--- config.mk ---
export PLATFORM = sky130hd
export DESIGN_NAME = grid_warp_dispatcher
export DESIGN_NICKNAME = d
export VERILOG_FILES = /design/src/rtl/gid_pkg.sv /design/src/rtl/gid_ceil_div.sv /design/src/rtl/gid_lane_gen.sv /design/src/rtl/grid_warp_dispatcher.sv
export SDC_FILE = /design/constraint.sdc
export NUM_CORES = 1
export LEC_CHECK = 0
export BUFFER_PORTS_ARGS = -buffer_cell sky130_fd_sc_hd__buf_2
export CELL_PAD_IN_SITES_DETAIL_PLACEMENT = 1
export CELL_PAD_IN_SITES_GLOBAL_PLACEMENT = 1
export CORE_AREA = 2 2 260 262
export CTS_BUF_LIST = sky130_fd_sc_hd__clkbuf_8 sky130_fd_sc_hd__clkbuf_16
export DETAILED_ROUTE_END_ITERATION = 6
export DIE_AREA = 0 0 262 264
export PLACE_DENSITY = 0.88
export SLEW_MARGIN = 20
export SYNTH_ARGS = -nofsm -noshare
export SYNTH_HDL_FRONTEND = slang
export SYNTH_SLANG_ARGS = --single-unit
--- constraint.sdc ---
create_clock -name clk -period 7.25 [get_ports clk]
set_input_delay 1.45 -clock clk [delete_from_list [all_inputs] [get_ports clk]]
set_output_delay 1.45 -clock clk [all_outputs]
set_load 0.02 [all_outputs]
--- src/rtl/gid_pkg.sv ---
package gid_pkg;
    typedef enum logic [1:0] {
        ST_IDLE = 2'd0,
        ST_DIV  = 2'd1,
        ST_RUN  = 2'd2
    } gid_state_e;
endpackage

--- src/rtl/gid_ceil_div.sv ---
// Restoring divider, one quotient bit per cycle. The caller feeds
// numer = n + d - 1 to obtain ceil(n / d).
module gid_ceil_div #(
    parameter int NW = 17,
    parameter int DW = 10
) (
    input  logic          clk,
    input  logic          rst_n,
    input  logic          go,
    input  logic [NW-1:0] numer,
    input  logic [DW-1:0] denom,
    output logic          fin,
    output logic [NW-1:0] quot
);
    localparam int CW = $clog2(NW + 1);

    typedef struct packed {
        logic [DW-1:0] rem;
        logic [NW-1:0] q;
        logic [CW-1:0] cnt;
        logic          act;
        logic          fin;
    } div_s;

    div_s s_q, s_d;
    logic [DW:0] trial;

    always_comb begin
        s_d   = s_q;
        s_d.fin = 1'b0;
        trial = {s_q.rem, s_q.q[NW-1]};
        if (go) begin
            s_d.rem = '0;
            s_d.q   = numer;
            s_d.cnt = '0;
            s_d.act = 1'b1;
        end else if (s_q.act) begin
            if (trial >= {1'b0, denom}) begin
                s_d.rem = DW'(trial - {1'b0, denom});
                s_d.q   = {s_q.q[NW-2:0], 1'b1};
            end else begin
                s_d.rem = trial[DW-1:0];
                s_d.q   = {s_q.q[NW-2:0], 1'b0};
            end
            s_d.cnt = s_q.cnt + CW'(1);
            if (s_q.cnt == CW'(NW - 1)) begin
                s_d.act = 1'b0;
                s_d.fin = 1'b1;
            end
        end
    end

    always_ff @(posedge clk) begin
        if (!rst_n) s_q <= '0;
        else        s_q <= s_d;
    end

    assign fin  = s_q.fin;
    assign quot = s_q.q;
endmodule

--- src/rtl/gid_lane_gen.sv ---
// Per-lane global index and active bit for one warp.
module gid_lane_gen #(
    parameter int LANES = 32,
    parameter int GW    = 17,
    parameter int TW    = 11
) (
    input  logic [GW-1:0]       wbase,
    input  logic [TW-1:0]       tid0,
    input  logic [GW-1:0]       lim_n,
    input  logic [TW-1:0]       lim_bd,
    output logic [LANES*GW-1:0] idx,
    output logic [LANES-1:0]    mask
);
    for (genvar l = 0; l < LANES; l++) begin : g_lane
        localparam logic [GW-1:0] GOFF = GW'(l);
        localparam logic [TW-1:0] TOFF = TW'(l);
        logic [GW-1:0] gidx;
        logic [TW-1:0] tid;
        assign gidx              = wbase + GOFF;
        assign tid               = tid0 + TOFF;
        assign idx[l*GW +: GW]   = gidx;
        assign mask[l]           = (tid < lim_bd) && (gidx < lim_n);
    end
endmodule

--- src/rtl/grid_warp_dispatcher.sv ---
module grid_warp_dispatcher
    import gid_pkg::*;
#(
    parameter int LANES = 32,
    parameter int IDX_W = 16,
    parameter int BD_W  = 10
) (
    input  logic                         clk,
    input  logic                         rst_n,
    input  logic                         start,
    input  logic [IDX_W-1:0]             cfg_n,
    input  logic [BD_W-1:0]              cfg_bdim,
    output logic                         busy,
    output logic                         done,
    output logic                         desc_valid,
    input  logic                         desc_ready,
    output logic [IDX_W-1:0]             desc_block,
    output logic [BD_W-1:0]              desc_warp,
    output logic [IDX_W:0]               desc_base,
    output logic [LANES-1:0]             desc_mask,
    output logic [LANES*(IDX_W+1)-1:0]   desc_idx
);
    localparam int GW = IDX_W + 1;   // global index width
    localparam int NW = IDX_W + 1;   // dividend / block count width
    localparam int TW = BD_W + 1;    // thread-in-block width
    localparam int WW = BD_W;        // warp number width

    typedef struct packed {
        gid_state_e     st;
        logic [IDX_W-1:0] n;
        logic [BD_W-1:0]  bd;
        logic [NW-1:0]    nblk;
        logic [NW-1:0]    blk;
        logic [WW-1:0]    warp;
        logic [TW-1:0]    tid0;
        logic [GW-1:0]    blkbase;
        logic             done;
    } walk_s;

    walk_s r_q, r_d;

    logic          div_go, div_fin;
    logic [NW-1:0] div_numer, div_quot;
    logic          cfg_zero;
    logic [TW-1:0] tid_nx;
    logic [NW-1:0] blk_nx;
    logic [GW-1:0] base_nx, wbase, wbase_nx;

    assign cfg_zero  = (cfg_n == '0) || (cfg_bdim == '0);
    assign div_go    = (r_q.st == ST_IDLE) && start && !cfg_zero;
    assign div_numer = NW'(cfg_n) + NW'(cfg_bdim) - NW'(1);

    gid_ceil_div #(.NW(NW), .DW(BD_W)) u_div (
        .clk   (clk),
        .rst_n (rst_n),
        .go    (div_go),
        .numer (div_numer),
        .denom (r_q.bd),
        .fin   (div_fin),
        .quot  (div_quot)
    );

    assign wbase    = r_q.blkbase + GW'(r_q.tid0);
    assign tid_nx   = r_q.tid0 + TW'(LANES);
    assign wbase_nx = r_q.blkbase + GW'(tid_nx);
    assign blk_nx   = r_q.blk + NW'(1);
    assign base_nx  = r_q.blkbase + GW'(r_q.bd);

    always_comb begin
        r_d      = r_q;
        r_d.done = 1'b0;
        unique case (r_q.st)
            ST_IDLE: begin
                if (start) begin
                    r_d.n       = cfg_n;
                    r_d.bd      = cfg_bdim;
                    r_d.blk     = '0;
                    r_d.warp    = '0;
                    r_d.tid0    = '0;
                    r_d.blkbase = '0;
                    if (cfg_zero) r_d.done = 1'b1;
                    else          r_d.st   = ST_DIV;
                end
            end
            ST_DIV: begin
                if (div_fin) begin
                    r_d.nblk = div_quot;
                    r_d.st   = ST_RUN;
                end
            end
            ST_RUN: begin
                if (desc_ready) begin
                    if (tid_nx < TW'(r_q.bd)) begin
                        // next warp in the same block
                        if (wbase_nx >= GW'(r_q.n)) begin
                            r_d.st   = ST_IDLE;
                            r_d.done = 1'b1;
                        end else begin
                            r_d.warp = r_q.warp + WW'(1);
                            r_d.tid0 = tid_nx;
                        end
                    end else begin
                        // next block
                        if ((blk_nx == r_q.nblk) || (base_nx >= GW'(r_q.n))) begin
                            r_d.st   = ST_IDLE;
                            r_d.done = 1'b1;
                        end else begin
                            r_d.blk     = blk_nx;
                            r_d.warp    = '0;
                            r_d.tid0    = '0;
                            r_d.blkbase = base_nx;
                        end
                    end
                end
            end
            default: r_d.st = ST_IDLE;
        endcase
    end

    always_ff @(posedge clk) begin
        if (!rst_n) begin
            r_q    <= '0;
            r_q.st <= ST_IDLE;
        end else begin
            r_q <= r_d;
        end
    end

    gid_lane_gen #(.LANES(LANES), .GW(GW), .TW(TW)) u_lanes (
        .wbase  (wbase),
        .tid0   (r_q.tid0),
        .lim_n  (GW'(r_q.n)),
        .lim_bd (TW'(r_q.bd)),
        .idx    (desc_idx),
        .mask   (desc_mask)
    );

    assign busy       = (r_q.st != ST_IDLE);
    assign done       = r_q.done;
    assign desc_valid = (r_q.st == ST_RUN);
    assign desc_block = r_q.blk[IDX_W-1:0];
    assign desc_warp  = r_q.warp;
    assign desc_base  = wbase;
endmodule

==> impl_metrics.json <==
{
  "status": "complete, no violations",
  "place_inst": 4778,
  "port_buffers": 651,
  "async_reset_ff_share_pct": 0,
  "wl_um": 155000,
  "synth-seq-cells": 130,
  "clockBufferDepth": 2,
  "initial_core_util_pct": 39.6,
  "crit_path_start_kind": "flip-flop",
  "die_h_um": 264,
  "leakage_nw": 15.1,
  "ys.flop_type": "dfxtp_1",
  "final_area_sq_um": 30700,
  "setup_viol": 0,
  "worstPathMaxFanout": 21,
  "cts_buffers": 17,
  "grt_pass1_vias": 30300,
  "syn_avg_cell_area_sq_um": 7.65,
  "overflow": 0,
  "dpl_cell_area_sq_um": 30000,
  "rows": 95,
  "fp.dieArea_sq_um": 69200,
  "drive_above_1_share_pct": 22.2,
  "vias": 30900,
  "cts-root-buf": "clkbuf_16",
  "antenna_left": 0,
  "cts.clk_slew.worst_paths_ns": 0.06,
  "worstSetupPathType": "reg -> out",
  "tritoncts": "done",
  "fp.coreArea_sq_um": 66600,
  "syn_area_sq_um": 26300,
  "postCtsHoldBufs": 0,
  "synth_nets": 4030,
  "ys_seq_area_share_pct": 9.88,
  "avgViaCountPerCell": 6.41,
  "dr.pass1.iters": 6,
  "routedWlPerCell_um": 32.0,
  "fillers": 8486,
  "r2r_start": "r_q[74]",
  "area_growth_pct": 16.7,
  "post-route-period-util_pct": 98.9,
  "htree_num_levels": 4,
  "crit_end": "desc_mask[8]",
  "critPathArrivalTime_ns": 5.72,
  "fin_skew_ns": 0.0137,
  "fin_ws_ns": 0.0788,
  "worstMarginPinSlew_ns": 1.31,
  "synth_enable_flop_cells": 0,
  "ys_warn_count": 0,
  "grt_use_total_pct": 43.1,
  "hold_path_class": "reg -> reg",
  "worstPathRequired_ns": 5.80,
  "report.final.slew_viol_count": 0,
  "period_needed_ns": 7.17,
  "postSynthCellCount": 3443,
  "finalHoldViolations": 0,
  "fmax_mhz": 139,
  "nets": 4514,
  "maxSlewHeadroom_pct": 12.7,
  "r2r_end": "r_q[16]",
  "hpwl_um": 120000,
  "grt_pass1_wl_um": 217000,
  "clk_latency_ns": 0.44,
  "fin_cells": 4823,
  "end_kind": "primary output",
  "post-place-ws_ns": 0.210,
  "cts_sinks": 130,
  "pin_count": 652,
  "vdd_ir_drop_max_uv": 176,
  "drt_iter0_markers": 3148,
  "antenna_found_initial": 23,
  "die_x_um": 262,
  "grt_start_max_net_pins": 70,
  "p_total_w": 0.00288,
  "synthDistinctLibCells": 82,
  "rr_worst_depth": 19,
  "drc": 0,
  "startpoint": "r_q[24]",
  "power-per-cell-area_nw_per_um2": 93.6,
  "rrSetupSlack_ns": 1.14,
  "place.gp.congestion": 1.07,
  "cap_violations": 0
}
-- flip-flops by register name, indices dropped and copies added (netlist names) --
signal,count
u_div.fin,1
done,1
r_q,69
u_div.quot,17
desc_warp,10
u_div.s_q,16
desc_block,16
-- cell families after synthesis --
kind of cell	count (synthesis)	synth area share, %
multiplexers	21	0.812
flip-flops	130	9.88
AND/OR/NAND/NOR	956	17.4
adder cells (fa/ha/maj)	557	26.5
buffers and inverters	491	9.18
XOR/XNOR	466	15.6
AO/OA/AOI/OAI	822	20.6
-- synth_stat cells, types with 48 or more instances --
cell / instances / area [sq um]
a211oi_1: 57 / 428
a21o_1: 92 / 691
a21oi_1: 242 / 1210
buf_4: 147 / 1100
clkbuf_1: 122 / 458
dfxtp_1: 130 / 2600
ha_1: 554 / 6930
inv_1: 167 / 627
nand2_1: 276 / 1040
nand2b_1: 48 / 300
nand3_1: 61 / 305
nand4_1: 51 / 319
nor2_1: 259 / 972
nor2b_1: 58 / 363
nor3_1: 56 / 280
o21ai_0: 154 / 771
xnor2_1: 391 / 3420
xor2_1: 72 / 631
-- where the power goes --
group          switching [W]  internal [W]  total [W]
Clock               0.000347      0.000558   0.000904
Combinational       0.000804      0.000398    0.00120
Sequential         0.0000309      0.000741   0.000771
-- routing by layer --
layer,share of wire [%],vias up,global-route usage (%)
met5,0.053,-,0
met4,9.6,16,34.2
met3,13,731,14.5
met2,41,2059,63.8
met1,36,15000,50.4
li1,-,13100,-
-- worst min path at each step --
stage	startpoint	to	slack, ns	cells after the start
after floorplan	r_q[84]	r_q[84]	0.44	2
after global placement	r_q[93]	r_q[93]	0.44	2
after detailed placement	r_q[87]	r_q[87]	0.45	2
after CTS	r_q[87]	r_q[87]	0.46	2
after global routing	r_q[85]	r_q[85]	0.48	2
final	r_q[85]	r_q[85]	0.46	2
-- repair_timing --
item | 4_1_cts | 5_1_grt
buffers inserted | 0 | 3
resized for setup | 4 | 9
setup endpoints to repair | 4 | 15
pin swaps | 1 | 4
-- per-stage QoR --
step	TNS (ns)	hold WS (ns)	util [%]
after floorplan	0	0.436	-
after global placement	0	0.444	45.1
after detailed placement	0	0.452	45.1
after CTS	0	0.460	46.0
after global routing	-0.00613	0.483	46.2
final	0	0.456	46.2
-- critical path, cell delays in order, from the launching register on --
cell and delay, ns:
dfxtp_2 0.45, ha_1 0.35, a21oi_2 0.30, o21bai_4 0.14, a21oi_4 0.27, o21ai_1 0.18
a2111o_2 0.57, or2_1 0.33, buf_4 0.28, nor2_1 0.20, xnor2_1 0.19, ha_1 0.31
a21o_1 0.17, a2111oi_0 0.40, o21ai_0 0.24, a311oi_2 0.52, buf_4 0.21, buf_2 0.16
-- cell usage in the layout (no fill, tap or decap), types with 19 or more instances in the layout --
| cell type | instances |
|---|---|
| a211oi_1 | 55 |
| a2111oi_0 | 35 |
| a21o_1 | 92 |
| buf_4 | 130 |
| nand2b_1 | 48 |
| ha_1 | 554 |
| buf_2 | 651 |
| nor2_1 | 258 |
| and3_1 | 22 |
| nand2_1 | 276 |
| dfxtp_1 | 127 |
| xor2_1 | 70 |
| nor4_1 | 41 |
| a21oi_1 | 241 |
| and2_1 | 19 |
| o21ai_0 | 151 |
| nor3_1 | 54 |
| o2111ai_1 | 29 |
| nor2b_1 | 58 |
| o211ai_1 | 26 |
| nand4_1 | 51 |
| xnor2_1 | 386 |
| nand3_1 | 60 |
| inv_1 | 163 |
| o21a_1 | 44 |
-- layout make-up --
type                       instances  area (sq um)  share of cell area [%]
tap                              873          1090                    3.55
sequential                       130          2610                    8.48
clock buffer                      19           453                    1.47
timing repair buffer             781          4230                    13.8
inverter                         175           657                    2.14
multi-input combinational       2822         21500                    70.0
clock inverter                    12           158                   0.513
antenna                           11          27.5                  0.0895
Note: power is estimated with default switching activity, not from simulation.
